===== src/rtl/mlw_pkg.sv =====
package mlw_pkg;
  localparam int WORD_W     = 32;
  localparam int SEQ_W      = 3;
  localparam int ADDR_W     = 12;
  // Field positions in MSB-first word numbering (bit 0 = port bit WORD_W-1)
  localparam int SEQ_FIRST  = 0;
  localparam int SES_POS    = 4;
  localparam int PSC_POS    = 5;
  localparam int SUP_POS    = 6;
  localparam int IOM_POS    = 7;
  localparam int ADDR_FIRST = 19;
  // Converted to port bit indices
  localparam int SEQ_HI  = WORD_W - 1 - SEQ_FIRST;
  localparam int SES_IX  = WORD_W - 1 - SES_POS;
  localparam int PSC_IX  = WORD_W - 1 - PSC_POS;
  localparam int SUP_IX  = WORD_W - 1 - SUP_POS;
  localparam int IOM_IX  = WORD_W - 1 - IOM_POS;
  localparam int ADDR_HI = WORD_W - 1 - ADDR_FIRST;

  typedef enum logic [1:0] {
    K_IDLE  = 2'd0,
    K_STEP1 = 2'd1,
    K_STEP2 = 2'd2,
    K_DONE  = 2'd3
  } kstate_t;

  typedef struct packed {
    logic [SEQ_W-1:0] seq;
    logic             ses;
    logic             psc;
    logic             sup;
  } ctl_t;
endpackage


===== src/rtl/mlw_word_reg.sv =====
module mlw_word_reg
  import mlw_pkg::*;
(
  input  logic              clk,
  input  logic              rst_n,
  input  logic              kern_idle,
  input  logic              diag_vld,
  input  logic [WORD_W-1:0] diag_word,
  input  logic              mem_vld,
  input  logic [WORD_W-1:0] mem_word,
  output logic              diag_take,
  output logic [WORD_W-1:0] word_q
);
  logic              load_en;
  logic [WORD_W-1:0] word_d;

  always_comb begin
    diag_take = diag_vld & kern_idle;
    load_en   = diag_take | mem_vld;
    word_d    = diag_take ? diag_word : mem_word;
  end

  always_ff @(posedge clk or negedge rst_n) begin
    if (!rst_n)       word_q <= '0;
    else if (load_en) word_q <= word_d;
  end

  // diagnose word has priority into the data register
  p_diag_prio_r2: assert property (@(posedge clk) disable iff (!rst_n)
    (diag_vld && kern_idle) |=> (word_q == $past(diag_word)));
  p_mem_load_r2: assert property (@(posedge clk) disable iff (!rst_n)
    (mem_vld && !(diag_vld && kern_idle)) |=> (word_q == $past(mem_word)));
endmodule


===== src/rtl/mlw_kernel.sv =====
module mlw_kernel
  import mlw_pkg::*;
(
  input  logic clk,
  input  logic rst_n,
  input  logic start,
  output logic idle,
  output logic k_scan,
  output logic k_iom,
  output logic k_addr,
  output logic busy,
  output logic done
);
  kstate_t st_q, st_d;

  always_comb begin
    st_d = st_q;
    unique case (st_q)
      K_IDLE:  if (start) st_d = K_STEP1;
      K_STEP1: st_d = K_STEP2;
      K_STEP2: st_d = K_DONE;
      K_DONE:  st_d = K_IDLE;
      default: st_d = K_IDLE;
    endcase
  end

  always_ff @(posedge clk or negedge rst_n) begin
    if (!rst_n) st_q <= K_IDLE;
    else        st_q <= st_d;
  end

  always_comb begin
    idle   = (st_q == K_IDLE);
    k_scan = (st_q == K_STEP1);
    k_iom  = (st_q == K_STEP1);
    k_addr = (st_q == K_STEP2);
    busy   = (st_q != K_IDLE);
    done   = (st_q == K_DONE);
  end

  // step 1 is followed by step 2, which is followed by the done pulse
  p_step_order_r9: assert property (@(posedge clk) disable iff (!rst_n)
    k_scan |=> k_addr);
  p_done_after_r9: assert property (@(posedge clk) disable iff (!rst_n)
    k_addr |=> done);
  p_done_pulse_r9: assert property (@(posedge clk) disable iff (!rst_n)
    done |=> !done);
  // no restart while busy
  p_no_restart_r10: assert property (@(posedge clk) disable iff (!rst_n)
    (busy && !done) |=> busy);
endmodule


===== src/rtl/mlw_ctl_regs.sv =====
module mlw_ctl_regs
  import mlw_pkg::*;
(
  input  logic              clk,
  input  logic              rst_n,
  input  logic [WORD_W-1:0] word,
  input  logic              scan_en,
  input  logic              iom_en,
  output ctl_t              ctl_q,
  output logic              iom_q
);
  ctl_t ctl_d;
  logic iom_d;

  always_comb begin
    ctl_d.seq = word[SEQ_HI -: SEQ_W];
    ctl_d.ses = word[SES_IX];
    ctl_d.psc = word[PSC_IX];
    ctl_d.sup = word[SUP_IX];
    iom_d     = word[IOM_IX];
  end

  always_ff @(posedge clk or negedge rst_n) begin
    if (!rst_n)       ctl_q <= '0;
    else if (scan_en) ctl_q <= ctl_d;
  end

  always_ff @(posedge clk or negedge rst_n) begin
    if (!rst_n)      iom_q <= 1'b0;
    else if (iom_en) iom_q <= iom_d;
  end

  // sequence counter and flags follow the previous word on scan-control
  p_seq_load_r3: assert property (@(posedge clk) disable iff (!rst_n)
    scan_en |=> (ctl_q.seq == $past(word[SEQ_HI -: SEQ_W])));

  p_iom_load_r5: assert property (@(posedge clk) disable iff (!rst_n)
    iom_en |=> (iom_q == $past(word[IOM_IX])));
  // no strobe, no change
  p_ctl_hold_r8: assert property (@(posedge clk) disable iff (!rst_n)
    !scan_en |=> $stable(ctl_q));
  p_iom_hold_r8: assert property (@(posedge clk) disable iff (!rst_n)
    !iom_en |=> $stable(iom_q));
endmodule


===== src/rtl/mlw_addr_reg.sv =====
module mlw_addr_reg
  import mlw_pkg::*;
(
  input  logic              clk,
  input  logic              rst_n,
  input  logic [WORD_W-1:0] word,
  input  logic              addr_en,
  output logic [ADDR_W-1:0] addr_q
);
  logic [ADDR_W-1:0] addr_d;

  always_comb addr_d = word[ADDR_HI -: ADDR_W];

  always_ff @(posedge clk or negedge rst_n) begin
    if (!rst_n)       addr_q <= '0;
    else if (addr_en) addr_q <= addr_d;
  end


  p_addr_load_r6: assert property (@(posedge clk) disable iff (!rst_n)
    addr_en |=> (addr_q == $past(word[ADDR_HI -: ADDR_W])));

  p_addr_hold_r8: assert property (@(posedge clk) disable iff (!rst_n)
    !addr_en |=> $stable(addr_q));
endmodule


===== src/rtl/mlw_loader.sv =====
module mlw_loader
  import mlw_pkg::*;
#(
  parameter int              EMIT_W      = 4,
  parameter logic [EMIT_W-1:0] EMIT_KEY  = 4'b1000,
  parameter int              SYNC_STAGES = 2
) (
  input  logic                      clk,
  input  logic                      rst_n,
  input  logic                      diag_vld,
  input  logic [mlw_pkg::WORD_W-1:0] diag_word,
  input  logic                      mem_vld,
  input  logic [mlw_pkg::WORD_W-1:0] mem_word,
  input  logic                      uo_scanctl,
  input  logic [EMIT_W-1:0]         uo_emit,
  input  logic                      uo_iomode,
  input  logic                      uo_addr_scan,
  output logic [mlw_pkg::SEQ_W-1:0] seq_ctr,
  output logic                      stor_en_flag,
  output logic                      scan_flag,
  output logic                      sup_flag,
  output logic                      io_mode,
  output logic [mlw_pkg::ADDR_W-1:0] uaddr,
  output logic                      kern_busy,
  output logic                      kern_done
);
  // Reset: asserted asynchronously, released after SYNC_STAGES edges
  logic [SYNC_STAGES-1:0] sync_q;
  logic                   rst_i_n;

  generate
    if (SYNC_STAGES == 1) begin : g_sync1
      always_ff @(posedge clk or negedge rst_n) begin
        if (!rst_n) sync_q <= '0;
        else        sync_q <= 1'b1;
      end
    end else begin : g_syncn
      always_ff @(posedge clk or negedge rst_n) begin
        if (!rst_n) sync_q <= '0;
        else        sync_q <= {sync_q[SYNC_STAGES-2:0], 1'b1};
      end
    end
  endgenerate

  assign rst_i_n = sync_q[SYNC_STAGES-1];

  logic              kern_idle, diag_take;
  logic              k_scan, k_iom, k_addr;
  logic [WORD_W-1:0] word_q;
  logic              key_hit, scan_en, iom_en, addr_en;
  ctl_t              ctl_q;

  mlw_word_reg u_word (
    .clk       (clk),
    .rst_n     (rst_i_n),
    .kern_idle (kern_idle),
    .diag_vld  (diag_vld),
    .diag_word (diag_word),
    .mem_vld   (mem_vld),
    .mem_word  (mem_word),
    .diag_take (diag_take),
    .word_q    (word_q)
  );

  mlw_kernel u_kern (
    .clk    (clk),
    .rst_n  (rst_i_n),
    .start  (diag_take),
    .idle   (kern_idle),
    .k_scan (k_scan),
    .k_iom  (k_iom),
    .k_addr (k_addr),
    .busy   (kern_busy),
    .done   (kern_done)
  );

  always_comb begin
    key_hit = uo_scanctl & (uo_emit == EMIT_KEY);
    scan_en = key_hit | k_scan;
    iom_en  = uo_iomode | k_iom;
    addr_en = uo_addr_scan | k_addr;
  end

  mlw_ctl_regs u_ctl (
    .clk     (clk),
    .rst_n   (rst_i_n),
    .word    (word_q),
    .scan_en (scan_en),
    .iom_en  (iom_en),
    .ctl_q   (ctl_q),
    .iom_q   (io_mode)
  );

  mlw_addr_reg u_addr (
    .clk     (clk),
    .rst_n   (rst_i_n),
    .word    (word_q),
    .addr_en (addr_en),
    .addr_q  (uaddr)
  );

  always_comb begin
    seq_ctr      = ctl_q.seq;
    stor_en_flag = ctl_q.ses;
    scan_flag    = ctl_q.psc;
    sup_flag     = ctl_q.sup;
  end

  // wrong emit constant with no kernel step leaves the control group alone
  p_emit_gate_r4: assert property (@(posedge clk) disable iff (!rst_i_n)
    (uo_scanctl && (uo_emit != EMIT_KEY) && !k_scan) |=>
      ($stable(seq_ctr) && $stable(stor_en_flag) && $stable(scan_flag) && $stable(sup_flag)));
  // outputs are clear while internal reset is held
  p_reset_clear_r1: assert property (@(posedge clk)
    !rst_i_n |-> (seq_ctr == '0 && uaddr == '0 && !io_mode && !kern_busy && !kern_done));
endmodule


===== config.mk =====
export PLATFORM = sky130hd
export DESIGN_NAME = mlw_loader
export DESIGN_NICKNAME = d
export VERILOG_FILES = /design/src/rtl/mlw_pkg.sv /design/src/rtl/mlw_word_reg.sv /design/src/rtl/mlw_kernel.sv /design/src/rtl/mlw_ctl_regs.sv /design/src/rtl/mlw_addr_reg.sv /design/src/rtl/mlw_loader.sv
export SDC_FILE = /design/constraint.sdc
export NUM_CORES = 1
export LEC_CHECK = 0
export BUFFER_PORTS_ARGS = -buffer_cell sky130_fd_sc_hd__buf_2
export CORE_MARGIN = 2
export CORE_UTILIZATION = 30
export DETAILED_ROUTE_END_ITERATION = 10
export PLACE_DENSITY = 0.68
export SETUP_SLACK_MARGIN = 0.3
export SYNTH_ARGS = -nofsm -noshare
export SYNTH_HDL_FRONTEND = slang
export SYNTH_SLANG_ARGS = --single-unit
export TNS_END_PERCENT = 20

===== constraint.sdc =====
create_clock -name clk -period 1.18 [get_ports clk]
set_input_delay 0 -clock clk [delete_from_list [all_inputs] [get_ports clk]]
set_output_delay 0 -clock clk [all_outputs]
set_load 0.005 [all_outputs]

== Word level (Yosys, flattened, before mapping) ==
Index checks and enable logic that the tools add are counted.

* $add $sub $neg: 0
* Multipliers: 0
* Divide/modulo/power cells: 0
* Magnitude comparators: 0
* Eq/ne operators: 5
* Shift operators: 0
* Mux-type cells: 3
* Bitwise operators: 6
* Reductions and logical operators: 2

{| class="wikitable"
|+ Operator list
! cell !! count
|-
| 32-bit two-way mux || 1
|-
| 2-bit case mux with 4 select lines || 1
|-
| 2-bit equality test (second input constant) || 2
|-
| 4-bit equality test (second input constant) || 1
|-
| 1-bit OR || 4
|-
| 1-bit AND || 2
|-
| 2-bit by 1-bit equality test with 1-bit output (second input constant) || 1
|-
| 2-bit logical NOT || 1
|-
| 2-bit two-way mux || 1
|-
| 2-bit inequality test (second input constant) || 1
|-
| 2-bit nonzero test || 1
|}

* Register bits: 55
* Latch bits: 0
* RAM bits: 0
* ROM bits: 0
* Bits of input ports: 75
* Output and inout bits: 21
* Word-level logic and storage cells: 25
* Memories: 0

== Depth between registers and ports, before layout ==
Gate-level depths: netlist of the first run.

* Word-level depth: 4
* Gate-level depth with buffers: 7
* Gate-level depth less buffers: 5

== Cells and area by module ==
Synthesis of the first run repeated with hierarchy kept, for this count alone.

* Cells, all modules: 207
* Area total of the unflattened synthesis: 2731.4 um^2

{| class="wikitable"
|+ Modules (own cells, without submodules)
! module !! instances !! cells an instance !! area each (um^2) !! sequential area each (um^2)
|-
| mlw_word_reg || 1 || 145 || 1696.6 || 800.8
|-
| mlw_addr_reg || 1 || 25 || 484.2 || 300.3
|-
| mlw_ctl_regs || 1 || 15 || 287.8 || 175.2
|-
| mlw_kernel || 1 || 15 || 173.9 || 50.0
|-
| mlw_loader || 1 || 7 || 88.8 || 50.0
|}

== Worst setup path after synthesis of the first run ==
OpenSTA, ideal clock, no wires.

* Path type: register to register
* Start: register u_kern.st_q[0]
* End: register u_addr.addr_q[0]
* Library setup time: 0.125 ns
* Arrival time: 1.335 ns
* Required time: 1.055 ns
* Setup slack: -0.280 ns
* Cell stages (with the launch flop): 6
* Path through: dfrtp_1 -> inv_1 -> ha_1 -> nor2_1 -> buf_4 -> mux2_2

* Cells in the longest elaborated chain, start to end: 2

{| class="wikitable"
|+ Ends and longest elaborated chain
! item !! RTL line !! RTL
|-
| start, declared || mlw_kernel.sv:14 || <nowiki>kstate_t st_q, st_d;</nowiki>
|-
| start signal, assigned || mlw_kernel.sv:29 || <nowiki>else st_q <= st_d;</nowiki>
|-
| 2-bit equality test || mlw_kernel.sv:36 || <nowiki>k_addr = (st_q == K_STEP2);</nowiki>
|-
| 1-bit OR || mlw_loader.sv:81 || <nowiki>addr_en = uo_addr_scan | k_addr;</nowiki>
|-
| end signal, assigned || mlw_addr_reg.sv:16 || <nowiki>else if (addr_en) addr_q <= addr_d;</nowiki>
|-
| end, declared || mlw_addr_reg.sv:8 || <nowiki>output logic [ADDR_W-1:0] addr_q</nowiki>
|}

Every way passes these cells.
A chain may end at the register's enable or synchronous reset.

== Worst setup path in the final report of the first run ==
* Start: register u_kern.st_q[1]
* End: register, netlist name u_ctl.ctl_q[2]

* Cells in the longest elaborated chain, start to end: 2

{| class="wikitable"
|+ Ends and longest elaborated chain
! item !! RTL line !! RTL
|-
| 2-bit by 1-bit equality test with 1-bit output || mlw_kernel.sv:34 || <nowiki>k_scan = (st_q == K_STEP1);</nowiki>
|-
| 1-bit OR || mlw_loader.sv:79 || <nowiki>scan_en = key_hit | k_scan;</nowiki>
|}

Every way passes these cells.

==> results of run 1 <==
## final timing paths
check | slack (ns) | end | start | depth (start not counted)
max reg2reg | -0.21 | u_ctl.ctl_q[2]$_DFFE_PN0P_ | u_kern.st_q[1]$_DFFE_PN0P_ | 5
min | 0.007 | sync_q[1]$_DFF_PN0_ | rst_n | 2
max in group asynchronous | 0.75 | u_word.word_q[29]$_DFFE_PN0P_ | sync_q[1]$_DFF_PN0_ | 1
min in group clk | 0.01 | u_word.word_q[1]$_DFFE_PN0P_ | mem_word[1] | 3
min reg2reg | 0.24 | u_word.word_q[8]$_DFFE_PN0P_ | sync_q[1]$_DFF_PN0_ | 1
max | -0.21 | u_ctl.ctl_q[2]$_DFFE_PN0P_ | u_kern.st_q[1]$_DFFE_PN0P_ | 5
## metal layers
metal	wire (um)	vias to the layer above	track usage, %	share of wire [%]
li1	-	698	-	-
met1	1811	684	15.87	43
met2	2166	32	23.33	51
met3	210	2	4.066	5.0
met4	19	0	3.500	0.45
met5	0	-	0	0
## cells in the final DEF (no fill, tap or decap)
master / instances
sky130_fd_sc_hd__and2_4: 1
sky130_fd_sc_hd__buf_4: 4
sky130_fd_sc_hd__conb_1: 1
sky130_fd_sc_hd__ha_2: 2
sky130_fd_sc_hd__bufinv_16: 1
sky130_fd_sc_hd__buf_12: 4
sky130_fd_sc_hd__dlygate4sd3_1: 25
sky130_fd_sc_hd__nor2b_2: 1
sky130_fd_sc_hd__nor2_1: 1
sky130_fd_sc_hd__clkbuf_1: 2
sky130_fd_sc_hd__mux2_4: 5
sky130_fd_sc_hd__nor2_4: 1
sky130_fd_sc_hd__nand2_1: 19
sky130_fd_sc_hd__inv_2: 2
sky130_fd_sc_hd__mux2_2: 15
sky130_fd_sc_hd__ha_1: 3
sky130_fd_sc_hd__o21ai_0: 13
sky130_fd_sc_hd__a31oi_4: 1
sky130_fd_sc_hd__dfrtp_1: 41
sky130_fd_sc_hd__a21oi_1: 1
sky130_fd_sc_hd__buf_2: 69
sky130_fd_sc_hd__dfrtp_2: 1
sky130_fd_sc_hd__inv_1: 1
sky130_fd_sc_hd__buf_6: 3
sky130_fd_sc_hd__clkbuf_8: 5
sky130_fd_sc_hd__mux2i_1: 19
sky130_fd_sc_hd__nor3_2: 2
sky130_fd_sc_hd__o21ai_1: 6
## kinds of logic after synthesis
family | count (synthesis)
adders and majority gates | 5
and+or+nand+nor | 25
AOI/OAI and AO/OA | 21
DFF | 42
other | 1
buffers and inverters | 10
muxes | 39
## worst max-delay path, delay by kind of cell, from the launching register on
kind            cells  cell delay, ns
fa+ha+maj           1            0.19
compound gates      1            0.20
mux                 1            0.29
buf+inv             2            0.21
flops               1            0.39
## repair_timing
item                                   4_1_cts  5_1_grt
hold buffers                                25        0
endpoints found under the hold margin       21        0
gates cloned                                 1        0
setup endpoints to repair                   42       42
pin swaps                                    1        0
buffers inserted                             4        0
resized for setup                           19        1
## final cells by class
| type | count | area [um^2] |
|---|---|---|
| inverters | 3 | 11.26 |
| fillers | 561 | 3132 |
| clock inverters | 1 | 30.03 |
| flip-flops and latches | 42 | 1052 |
| multi-input cells | 91 | 750.7 |
| clock buffers | 7 | 76.32 |
| well taps | 75 | 93.84 |
| repair buffers | 105 | 739.5 |
## report_power, final
| part | internal [mW] | switching [mW] |
|---|---|---|
| Clock | 0.633 | 0.467 |
| Combinational | 1.34 | 0.870 |
| Sequential | 2.09 | 0.355 |
| Total | 4.06 | 1.69 |
## flip-flops by register name (all words and copies together), names as in the netlist
register	count
u_kern.st_q	2
u_word.word_q	19
sync_q	2
u_addr.addr_q	12
u_ctl.ctl_q	6
u_ctl.iom_q	1
## synth_stat cells (all sizes together)
| cell type | instances |
|---|---|
| clkbuf | 1 |
| a21oi | 1 |
| o21ai | 19 |
| nor3 | 2 |
| dfrtp | 42 |
| a31oi | 1 |
| mux2i | 19 |
| and2 | 1 |
| inv | 3 |
| nor2 | 2 |
| nand2 | 19 |
| ha | 5 |
| buf | 6 |
| conb | 1 |
| mux2 | 20 |
| nor2b | 1 |
## metrics by stage
| step | total power [mW] | setup slack, ns |
|---|---|---|
| floorplan | 3.589 | -0.1320 |
| global placement | 4.262 | -0.1839 |
| detailed placement | 4.358 | -0.2345 |
| CTS | 5.836 | -0.2074 |
| global route | 6.204 | -0.2679 |
| finish | 5.750 | -0.2111 |
==> results by group, run 1 <==
Layout
  – Layout cells sized above 1: 46.99%
  – Net count, final: 328
  – Count of placed standard cells in the final layout, fillers left out: about 320
  – Fin util: 46.79%
  – Post-route cell area: 2754 um^2
  – Post-synthesis to final-layout area growth: 51.58%
  – Diodes inserted: 0

Power and ir drop
  – VDD IR-drop max: 0.8472 mV
  – LEAKAGE: 1.333 nW
  – Power density relative to cell area: 2088 nW/um^2

Placed design
  – Post-placement cell count: approximately 290
  – DPL Wire Length: between 2000 and 3000 um
  – Final weighted congestion in routability-driven placement: 0.7552
  – Post-DP Area: 2311 um^2
  – IO Port Bufs: 69

STA
  – Number of hold violations in the final report: 0
  – Timing-limited maximum frequency: ~720 MHz
  – Unrepaired setup endpoints after global routing: true
  – Final worst path period need: 1.391 ns
  – Final number of max-transition violations: 0
  – Setup violations, final: ~40
  – Final worst path period share: 117.9%
  – PnR worst setup slack: -0.2111 ns
  – Setup skew after layout: 0.006181 ns
  – Setup TNS Final: -5.035 ns
  – Hold_ws: 0.006556 ns

Synth
  – Synthesized net count: 223
  – Post-synthesis mux area share: between 20% and 30%
  – Mean Syn Cell Area: 12.70 um^2
  – Fraction of synthesized cell area taken by the top area cell type: between 50% and 60%
  – Simple-gate portion of the synthesized area: 5.854%
  – Cell count after synthesis: approximately 140
  – Summed instance area of the synthesized netlist: between 1500 and 2000 um^2
  – Adder-Cell Fraction of Synth Area: 3.444%
  – Warning count from the yosys run: 0
  – Portion of the post-synthesis area used by sequential elements: 57.85%
  – Synthesis-stage register bit count: 42
  – Complex-gate fraction of the synthesized area: 6.680%
  – Leading post-synthesis cells by cell area: sky130_fd_sc_hd__dfrtp_1, sky130_fd_sc_hd__mux2_2, sky130_fd_sc_hd__mux2i_1
  – Distinct cell type count after synthesis: 19
  – Largest family of logic cells by synthesized area: multiplexers
  – Area share of xor/xnor cells in the synthesized design: 0%
  – Cell type with the highest aggregate area in the netlist: sky130_fd_sc_hd__dfrtp_1

Routing
  – Number of vias per cell: 4.370
  – WL final: 4207 um
  – Antenna-violating nets left: 0
  – Average detailed-routed wire length per instance: 12.98 um
  – DRC violation count after routing: 0
  – DRC violation total after the first TritonRoute iteration: 49
  – DR pass1 iterations: 3
  – Via count: 1416

Die
  – Die Outline Area: 6695 um^2
  – Number of standard-cell rows in the floorplan: 28
  – Initial core utilization: 30.87%
  – Horiz. Die Dim: a little over 80 um
  – Floorplan Core Area: 5886 um^2
  – I/O Pins: 96
  – Chip Height: 81.82 um

Outcome
  – Outcome: finished, violations left
  – Violations in the final reports: setup timing

Clock network
  – Max Buffers Root-to-Sink: 2
  – Number of levels the H-tree was split into: 2
  – Number of sinks on the clock net: 42
  – TritonCTS Buffers: 5
  – Root cell of the clock tree: sky130_fd_sc_hd__clkbuf_8
  – Latest clock arrival within the worst-skew pair: 0.29 ns
  – Clock transition at the registers of the reported paths: 0.08 ns
  – TritonCTS clock tree: built

Setup path
  – WS Path Type: reg2reg
  – Critical path data arrival time: 1.56 ns
  – Setup crit end kind: flop
  – CP Cell Sequence: inv_2, ha_2, a31oi_4, buf_6, mux2_4
  – Crit-path slowest cell: sky130_fd_sc_hd__dfrtp_1
  – Top fanout value on the critical path: 3
  – Kind of start point of the critical path: flop
  – Data required, critical path: roughly 1.4 ns
  – Worst stage delay on the critical path: a little under 0.4 ns

Run
  – Number of maximum-capacitance constraint violations: 0

Global routing
  – Vias in the first global route: around 1400
  – Largest net degree at the start of global routing: between 40 and 50
  – Overall fraction of global-route tracks in use: between 10% and 20%
  – Number of antenna violations at the first check in global routing: 0
  – Wire length of the first global-routing pass: 6637 um
  – Global route overflow: 0

Hold path
  – Path type of the worst min-delay path: in2async
(Power assumes the default switching activity.)
==> run 2: changes to the inputs <==
--- a/config.mk
+++ b/config.mk
@@ -5,11 +5,13 @@
 export SDC_FILE = /design/constraint.sdc
 export NUM_CORES = 1
 export LEC_CHECK = 0
+export ABC_AREA = 1
 export BUFFER_PORTS_ARGS = -buffer_cell sky130_fd_sc_hd__buf_2
 export CORE_MARGIN = 2
 export CORE_UTILIZATION = 30
 export DETAILED_ROUTE_END_ITERATION = 10
-export PLACE_DENSITY = 0.68
+export GPL_ROUTABILITY_DRIVEN = 0
+export PLACE_DENSITY = 0.65
 export SETUP_SLACK_MARGIN = 0.3
 export SYNTH_ARGS = -nofsm -noshare
 export SYNTH_HDL_FRONTEND = slang
==> constraint.sdc (replaced) <==
create_clock -name clk -period 1.3 [get_ports clk]
set_input_delay 0 -clock clk [delete_from_list [all_inputs] [get_ports clk]]
set_output_delay 0 -clock clk [all_outputs]
set_load 0.005 [all_outputs]
==> results by group, run 2 <==
Outcome
  – Outcome: finished clean (was finished, violations left)

Routing
  – Antenna-violating nets left: 0 (unchanged)
  – DR pass1 iterations: 4 (was 3)
  – WL final: 5253 um (was 4207 um)
  – Average detailed-routed wire length per instance: 13.33 um (was 12.98 um)
  – DRC violation total after the first TritonRoute iteration: 73 (was 49)
  – Number of vias per cell: 4.586 (was 4.370)
  – Via count: 1807 (was 1416)
  – DRC violation count after routing: 0 (unchanged)

Die
  – Die Outline Area: 7106 um^2 (was 6695 um^2)
  – Chip Height: 84.30 um (was 81.82 um)
  – Initial core utilization: 30.82% (was 30.87%)
  – I/O Pins: 96 (unchanged)
  – Number of standard-cell rows in the floorplan: 29 (was 28)
  – Floorplan Core Area: 6277 um^2 (was 5886 um^2)
  – Horiz. Die Dim: 84.30 um (was 81.82 um)

Global routing
  – Wire length of the first global-routing pass: 8756 um (was 6637 um)
  – Global-route met3 utilization: 3.835% (was 4.066%)
  – GRT met2 Usage: 28.07% (was 23.33%)
  – Number of antenna violations at the first check in global routing: 0 (unchanged)
  – Largest net degree at the start of global routing: 25 (was 41)
  – Vias in the first global route: 1905 (was 1427)
  – Overall fraction of global-route tracks in use: 15.44% (was 13.33%)
  – Global route overflow: 0 (unchanged)
  – Top Usage Layer GRT: met2 (unchanged)
  – GRT met1 Usage: 18.03% (was 15.87%)

Synth
  – Cell with the most instances after synthesis: sky130_fd_sc_hd__nand2_1 (was sky130_fd_sc_hd__dfrtp_1)
  – Portion of the post-synthesis area used by sequential elements: 54.33% (was 57.85%)
  – Count of flip-flops with a built-in enable after synthesis: 0 (unchanged)
  – Warning count from the yosys run: 0 (unchanged)
  – Summed instance area of the synthesized netlist: 1934 um^2 (was 1817 um^2)
  – Share of synthesized registers carrying an async set or reset: 100.0% (unchanged)
  – Synthesis-stage register bit count: 42 (unchanged)
  – Fraction of synthesized cell area taken by the top area cell type: 54.33% (was 57.85%)
  – Leading post-synthesis cells by cell area: sky130_fd_sc_hd__dfrtp_1, sky130_fd_sc_hd__nand3_1, sky130_fd_sc_hd__nand2_1 (was sky130_fd_sc_hd__dfrtp_1, sky130_fd_sc_hd__mux2_2, sky130_fd_sc_hd__mux2i_1)
  – Distinct cell type count after synthesis: 21 (was 19)
  – Cell count after synthesis: 197 (was 143)
  – Mean Syn Cell Area: 9.819 um^2 (was 12.70 um^2)
  – Synthesized net count: 277 (was 223)
  – Leading post-synthesis cells by instance count: sky130_fd_sc_hd__nand2_1, sky130_fd_sc_hd__dfrtp_1, sky130_fd_sc_hd__nand3_1 (was sky130_fd_sc_hd__dfrtp_1, sky130_fd_sc_hd__mux2_2, sky130_fd_sc_hd__mux2i_1, sky130_fd_sc_hd__nand2_1, sky130_fd_sc_hd__o21ai_0)
  – Main flop type after synthesis: sky130_fd_sc_hd__dfrtp_1 (unchanged)
  – Cell type with the highest aggregate area in the netlist: sky130_fd_sc_hd__dfrtp_1 (unchanged)

STA
  – Setup skew after layout: 0.004121 ns (was 0.006181 ns)
  – Final worst path period need: 1.240 ns (was 1.391 ns)
  – Final worst path period share: 95.37% (was 117.9%)
  – Hold_ws: 0.01196 ns (was 0.006556 ns)
  – Timing-limited maximum frequency: 806.6 MHz (was 718.9 MHz)
  – Tightest slew margin relative to the limit: 60.99%
  – Unrepaired setup endpoints after global routing: true (unchanged)
  – Number of hold violations in the final report: 0 (unchanged)
  – Setup violations, final: 0 (was 41)
  – Final number of max-transition violations: 0 (unchanged)
  – Worst slew pin tran: between 0.5 and 0.6 ns

Setup path
  – Setup crit end kind: flop (unchanged)
  – R2R depth: 6 (was 5)
  – Setup slack, reg-to-reg: 0.06 ns (was -0.21 ns)
  – Critical path data arrival time: 1.41 ns (was 1.56 ns)
  – Crit-path slowest cell: sky130_fd_sc_hd__dfrtp_1 (unchanged)
  – Endpoint of the most critical register-to-register path: u_word.word_q[9]$_DFFE_PN0P_ (was u_ctl.ctl_q[2]$_DFFE_PN0P_)
  – Data required, critical path: 1.47 ns (was 1.35 ns)
  – CP Cell Sequence: inv_2, ha_4, nand2_8, buf_8, nand3_1, o211ai_2 (was inv_2, ha_2, a31oi_4, buf_6, mux2_4)
  – WS Path Type: reg2reg (unchanged)
  – Reg-to-reg startpoint: u_kern.st_q[1]$_DFFE_PN0P_ (unchanged)
  – Top fanout value on the critical path: 10 (was 3)
  – Worst stage delay on the critical path: 0.42 ns (was 0.39 ns)
  – Kind of start point of the critical path: flop (unchanged)

Layout
  – Commonest non-fill, non-tap cell in the layout: sky130_fd_sc_hd__buf_2 (unchanged)
  – Fin util: 48.83% (was 46.79%)
  – Post-synthesis to final-layout area growth: 58.47% (was 51.58%)
  – Filler cells: 612 (was 561)
  – Diodes inserted: 0 (unchanged)
  – Top flop regs: u_word.word_q x19, u_addr.addr_q x12, u_ctl.ctl_q x6 (unchanged)
  – Most used cells in the layout excluding fill and tap cells: sky130_fd_sc_hd__buf_2, sky130_fd_sc_hd__nand2_1, sky130_fd_sc_hd__dfrtp_1 (was sky130_fd_sc_hd__buf_2, sky130_fd_sc_hd__dfrtp_1, sky130_fd_sc_hd__dlygate4sd3_1)
  – Layout cells sized above 1: 42.59% (was 46.99%)
  – Net count, final: 396 (was 328)
  – Largest reg by FF count: u_word.word_q (unchanged)
  – Number of flip-flops in the largest register: 19 (unchanged)
  – Storage element area: 1052 um^2 (unchanged)
  – Area used by multi-input combinational logic: 857.1 um^2 (was 750.7 um^2)

Clock network
  – TritonCTS Buffers: 5 (unchanged)
  – Max Buffers Root-to-Sink: 2 (unchanged)
  – Root cell of the clock tree: sky130_fd_sc_hd__clkbuf_8 (unchanged)
  – Clock transition at the registers of the reported paths: 0.08 ns (about the same)
  – Number of sinks on the clock net: 42 (unchanged)
  – TritonCTS clock tree: built (unchanged)
  – Number of levels the H-tree was split into: 2 (unchanged)
  – Latest clock arrival within the worst-skew pair: 0.29 ns (about the same)

Power and ir drop
  – Overall power of the completed layout: 5.346 mW (was 5.750 mW)
  – LEAKAGE: 1.521 nW (was 1.333 nW)
  – Power density relative to cell area: 1744 nW/um^2 (was 2088 nW/um^2)
  – VDD IR-drop max: 0.7006 mV (was 0.8472 mV)

Run
  – Number of maximum-capacitance constraint violations: 0 (unchanged)

Placed design
  – DPL Wire Length: 3303 um (was 2796 um)
  – IO Port Bufs: 69 (unchanged)

Hold path
  – Path type of the worst min-delay path: in2async (unchanged)
[run 2: changes by cell type in the layout (fill, tap and decap cells not counted), sizes merged, moves of 13 or more]
| cell | delta |
|---|---|
| nand3 | +38 |
| nand2 | +30 |
| mux2 | -20 |
| mux2i | -19 |
| inv | +18 |
| dlygate4sd3 | +15 |
| o211ai | +13 |
[run 2: layout make-up]
cell class	instances	area share, %
well taps	77	3.143
clock buffers	6	2.367
flip-flops and latches	42	34.33
inverters	21	2.816
clock inverters	2	1.224
multi-input cells	126	27.96
repair buffers	120	28.16
[run 2: logic make-up after synthesis]
kind of cell / count (synthesis) / share of synthesized area (%)
AO/OA/AOI/OAI: 29 / 12.35
adder cells (fa/ha/maj): 5 / 3.234
buffers and inverters: 29 / 8.344
flip-flops: 42 / 54.33
other: 1 / 0.1939
AND/OR/NAND/NOR: 91 / 21.54
[run 2: report_power, final]
| part | total, mW | switching, mW | internal (mW) | leakage, nW |
|---|---|---|---|---|
| clock network | 1.02 | 0.446 | 0.573 | 0.0514 |
| registers | 2.09 | 0.252 | 1.84 | 0.516 |
| logic | 2.24 | 1.17 | 1.07 | 0.954 |
[run 2: worst max-delay path by stage]
stage                                          start                             to  slack, ns
after floorplan           u_kern.st_q[0]$_DFFE_PN0P_     u_kern.st_q[0]$_DFFE_PN0P_       0.08
after global placement    u_kern.st_q[1]$_DFFE_PN0P_  u_word.word_q[24]$_DFFE_PN0P_       0.05
after detailed placement  u_kern.st_q[1]$_DFFE_PN0P_   u_word.word_q[2]$_DFFE_PN0P_       0.01
after CTS                 u_kern.st_q[0]$_DFFE_PN0P_  u_addr.addr_q[10]$_DFFE_PN0P_       0.05
after global routing      u_kern.st_q[1]$_DFFE_PN0P_  u_word.word_q[25]$_DFFE_PN0P_     -0.004
final                     u_kern.st_q[1]$_DFFE_PN0P_   u_word.word_q[9]$_DFFE_PN0P_       0.06
[run 2: worst max-delay path, delay by kind of cell, from the launching register on]
| family | cells | cell delay, ns |
|---|---|---|
| compound gates | 1 | 0.08 |
| fa+ha+maj | 1 | 0.17 |
| buf+inv | 2 | 0.27 |
| flops | 1 | 0.42 |
| simple gates | 2 | 0.17 |
[run 2: repair_timing]
item	4_1_cts	5_1_grt
hold buffers	40	0
buffers inserted	0	1
cloned	1	0
pin swaps	3	10
hold endpoints to repair	22	0
setup endpoints to repair	42	42
gates resized for setup	13	22
[run 2: layer usage]
layer	share of wire [%]	wire length (um)	up-vias
li1	-	-	887
met3	5.0	261	9
met5	0	0	-
met1	40	2116	856
met2	53	2790	55
met4	1.6	85	0
[run 2: stage by stage]
step / TNS (ns) / instances / setup WS, ns / instance area, um^2
after floorplan: 0 / 197 / 0.08336 / 1942
after global placement: 0 / 344 / 0.04708 / 2382
after detailed placement: 0 / 344 / 0.01339 / 2382
after CTS: 0 / 393 / 0.05244 / 2967
after global routing: -0.01385 / 394 / -0.004495 / 3065
final: 0 / 394 / 0.06024 / 3065
==> run 3: changes to the inputs <==
--- a/config.mk
+++ b/config.mk
@@ -8,11 +8,12 @@
 export ABC_AREA = 1
 export BUFFER_PORTS_ARGS = -buffer_cell sky130_fd_sc_hd__buf_2
 export CORE_MARGIN = 2
-export CORE_UTILIZATION = 30
+export CORE_UTILIZATION = 45
 export DETAILED_ROUTE_END_ITERATION = 10
 export GPL_ROUTABILITY_DRIVEN = 0
-export PLACE_DENSITY = 0.65
+export PLACE_DENSITY = 0.88
 export SETUP_SLACK_MARGIN = 0.3
+export SLEW_MARGIN = 20
 export SYNTH_ARGS = -nofsm -noshare
 export SYNTH_HDL_FRONTEND = slang
 export SYNTH_SLANG_ARGS = --single-unit
==> constraint.sdc (replaced) <==
create_clock -name clk -period 1.25 [get_ports clk]
set_input_delay 0 -clock clk [delete_from_list [all_inputs] [get_ports clk]]
set_output_delay 0 -clock clk [all_outputs]
set_load 0.005 [all_outputs]
==> results by group, run 3 (same netlist as run 2, synthesis figures left out) <==
Outcome
  – Outcome: finished clean (unchanged)

Clock network
  – Clock transition at the registers of the reported paths: 0.08 ns (about the same)
  – TritonCTS clock tree: built (unchanged)
  – Latest clock arrival within the worst-skew pair: 0.29 ns (about the same)
  – Root cell of the clock tree: sky130_fd_sc_hd__clkbuf_8 (unchanged)
  – Number of levels the H-tree was split into: 2 (unchanged)
  – Max Buffers Root-to-Sink: 2 (unchanged)
  – TritonCTS Buffers: 5 (unchanged)
  – Number of sinks on the clock net: 42 (unchanged)

Routing
  – Antenna-violating nets left: 0 (unchanged)
  – DRC violation total after the first TritonRoute iteration: 98 (was 73)
  – DR pass1 iterations: 4 (unchanged)
  – Via count: 1836 (was 1807)
  – Number of vias per cell: 4.989 (was 4.586)
  – DRC violation count after routing: 0 (unchanged)
  – WL final: 5088 um (was 5253 um)
  – Average detailed-routed wire length per instance: 13.83 um (was 13.33 um)

Layout
  – Fin util: 71.01% (was 48.83%)
  – Top flop regs: u_word.word_q x19, u_addr.addr_q x12, u_ctl.ctl_q x6 (unchanged)
  – Post-synthesis to final-layout area growth: 48.96% (was 58.47%)
  – Largest reg by FF count: u_word.word_q (unchanged)
  – Number of flip-flops in the largest register: 19 (unchanged)
  – Net count, final: 396 (unchanged)
  – Layout cells sized above 1: 36.59% (was 42.59%)
  – Most used cells in the layout excluding fill and tap cells: sky130_fd_sc_hd__buf_2, sky130_fd_sc_hd__nand2_1, sky130_fd_sc_hd__dfrtp_1 (unchanged)
  – Commonest non-fill, non-tap cell in the layout: sky130_fd_sc_hd__buf_2 (unchanged)

Setup path
  – Top fanout value on the critical path: 24 (was 10)
  – Critical path data arrival time: 1.41 ns (about the same)
  – WS Path Type: reg2reg (unchanged)
  – Kind of start point of the critical path: flop (unchanged)
  – Worst stage delay on the critical path: 0.37 ns (was 0.42 ns)
  – Setup crit end kind: flop (unchanged)
  – CP delay by family, top: flip-flops (unchanged)
  – Crit-path slowest cell: sky130_fd_sc_hd__dfrtp_1 (unchanged)
  – CP Cell Sequence: inv_2, ha_1, nor2_2, buf_12, nand2_1, o21ai_0 (was inv_2, ha_4, nand2_8, buf_8, nand3_1, o211ai_2)
  – Data required, critical path: 1.46 ns (was 1.47 ns)
  – Setup slack, reg-to-reg: 0.04 ns (was 0.06 ns)
  – Worst path buffer plus inverter count: 2 (unchanged)

Global routing
  – Largest net degree at the start of global routing: 25 (unchanged)
  – Number of antenna violations at the first check in global routing: 0 (unchanged)
  – Vias in the first global route: 1971 (was 1905)
  – Global route overflow: 0 (unchanged)
  – Wire length of the first global-routing pass: 8514 um (was 8756 um)
  – Overall fraction of global-route tracks in use: 22.47% (was 15.44%)

STA
  – Setup skew after layout: 0.005878 ns (was 0.004121 ns)
  – Timing-limited maximum frequency: 827.2 MHz (was 806.6 MHz)
  – Unrepaired setup endpoints after global routing: true (unchanged)
  – Final worst path period share: 96.71% (was 95.37%)
  – Setup violations, final: 0 (unchanged)
  – Final worst path period need: 1.209 ns (was 1.240 ns)
  – Number of hold violations in the final report: 0 (unchanged)
  – Setup TNS Final: 0 ns (unchanged)
  – Final number of max-transition violations: 0 (unchanged)

Power and ir drop
  – LEAKAGE: 1.476 nW (was 1.521 nW)
  – VDD IR-drop max: 0.9318 mV (was 0.7006 mV)
  – Power density relative to cell area: 1822 nW/um^2 (was 1744 nW/um^2)
  – Overall power of the completed layout: 5.249 mW (was 5.346 mW)

Hold path
  – Path type of the worst min-delay path: in2async (unchanged)

Run
  – Number of maximum-capacitance constraint violations: 0 (unchanged)

Die
  – I/O Pins: 96 (unchanged)
  – Die Outline Area: 4839 um^2 (was 7106 um^2)
  – Floorplan Core Area: 4058 um^2 (was 6277 um^2)
  – Number of standard-cell rows in the floorplan: 23 (was 29)
  – Horiz. Die Dim: 69.57 um (was 84.30 um)
  – Initial core utilization: 47.67% (was 30.82%)
  – Chip Height: 69.57 um (was 84.30 um)

Placed design
  – IO Port Bufs: 69 (unchanged)
  – DPL Wire Length: 3047 um (was 3303 um)
==> run 3: cell count changes in the layout (fill, tap and decap cells not counted), sizes merged <==
cell,previous run,this run
diode,0,1
clkinv,0,1
bufinv,1,0
==> run 3: worst register-to-register path: cells and delay by family, from the launching register on <==
family                   cells  cell delay [ns]
flip-flops                   1             0.37
adder cells (fa/ha/maj)      1             0.24
buffers and inverters        2             0.23
AND/OR/NAND/NOR              2             0.20
AO/OA/AOI/OAI                1             0.09
==> run 3: path summary, 6_finish.rpt <==
path | start | endpoint | cells past startpoint
setup / recovery | u_kern.st_q[0]$_DFFE_PN0P_ | u_addr.addr_q[11]$_DFFE_PN0P_ | 6
hold / removal | rst_n | sync_q[0]$_DFF_PN0_ | 2
setup reg to reg | u_kern.st_q[0]$_DFFE_PN0P_ | u_addr.addr_q[11]$_DFFE_PN0P_ | 6
hold reg to reg | sync_q[1]$_DFF_PN0_ | u_word.word_q[2]$_DFFE_PN0P_ | 1
max in group asynchronous | sync_q[1]$_DFF_PN0_ | u_ctl.ctl_q[3]$_DFFE_PN0P_ | 1
min in group clk | diag_vld | u_kern.st_q[1]$_DFFE_PN0P_ | 3
==> run 3: through the flow <==
stage | cells | setup slack (ns) | instance area (um^2) | hold WS (ns)
after floorplan | 197 | 0.03336 | 1942 | -0.2956
after global placement | 317 | 0.02425 | 2349 | -0.2130
after detailed placement | 317 | -0.007251 | 2349 | -0.2111
after CTS | 366 | 0.03900 | 2864 | 0.008107
after global routing | 367 | -0.02464 | 2879 | 0.02509
final | 368 | 0.04117 | 2882 | 0.03421
==> run 3: layer usage <==
layer / track usage [%] / routed length, um
met5: 0 / 0
met4: 15.69 / 288
met3: 4.360 / 178
met2: 40.28 / 2721
met1: 23.36 / 1899
==> run 3: layout make-up <==
type                            count  area [um^2]
Fill cell                         297         1176
Sequential cell                    42         1052
Timing Repair Buffer              120        840.8
Multi-Input combinational cell    126        744.5
Inverter                           21        83.83
Clock buffer                        6        82.58
Tap cell                           50        62.56
Clock inverter                      2        12.51
Antenna cell                        1        2.502
==> run 3: power breakdown <==
group	total, mW	internal (mW)	switching (mW)	leakage [nW]
logic	2.18	1.04	1.14	0.914
clock network	0.900	0.444	0.457	0.0472
registers	2.17	1.91	0.256	0.516
total	5.25	3.40	1.85	1.48
==> run 3: repair_timing <==
item | CTS | global route
setup endpoints to repair | 42 | 42
hold endpoints to repair | 22 | 0
pin swaps | 1 | 1
hold buffers | 40 | 0
resized for setup | 2 | 3
buffers inserted | 1 | 1
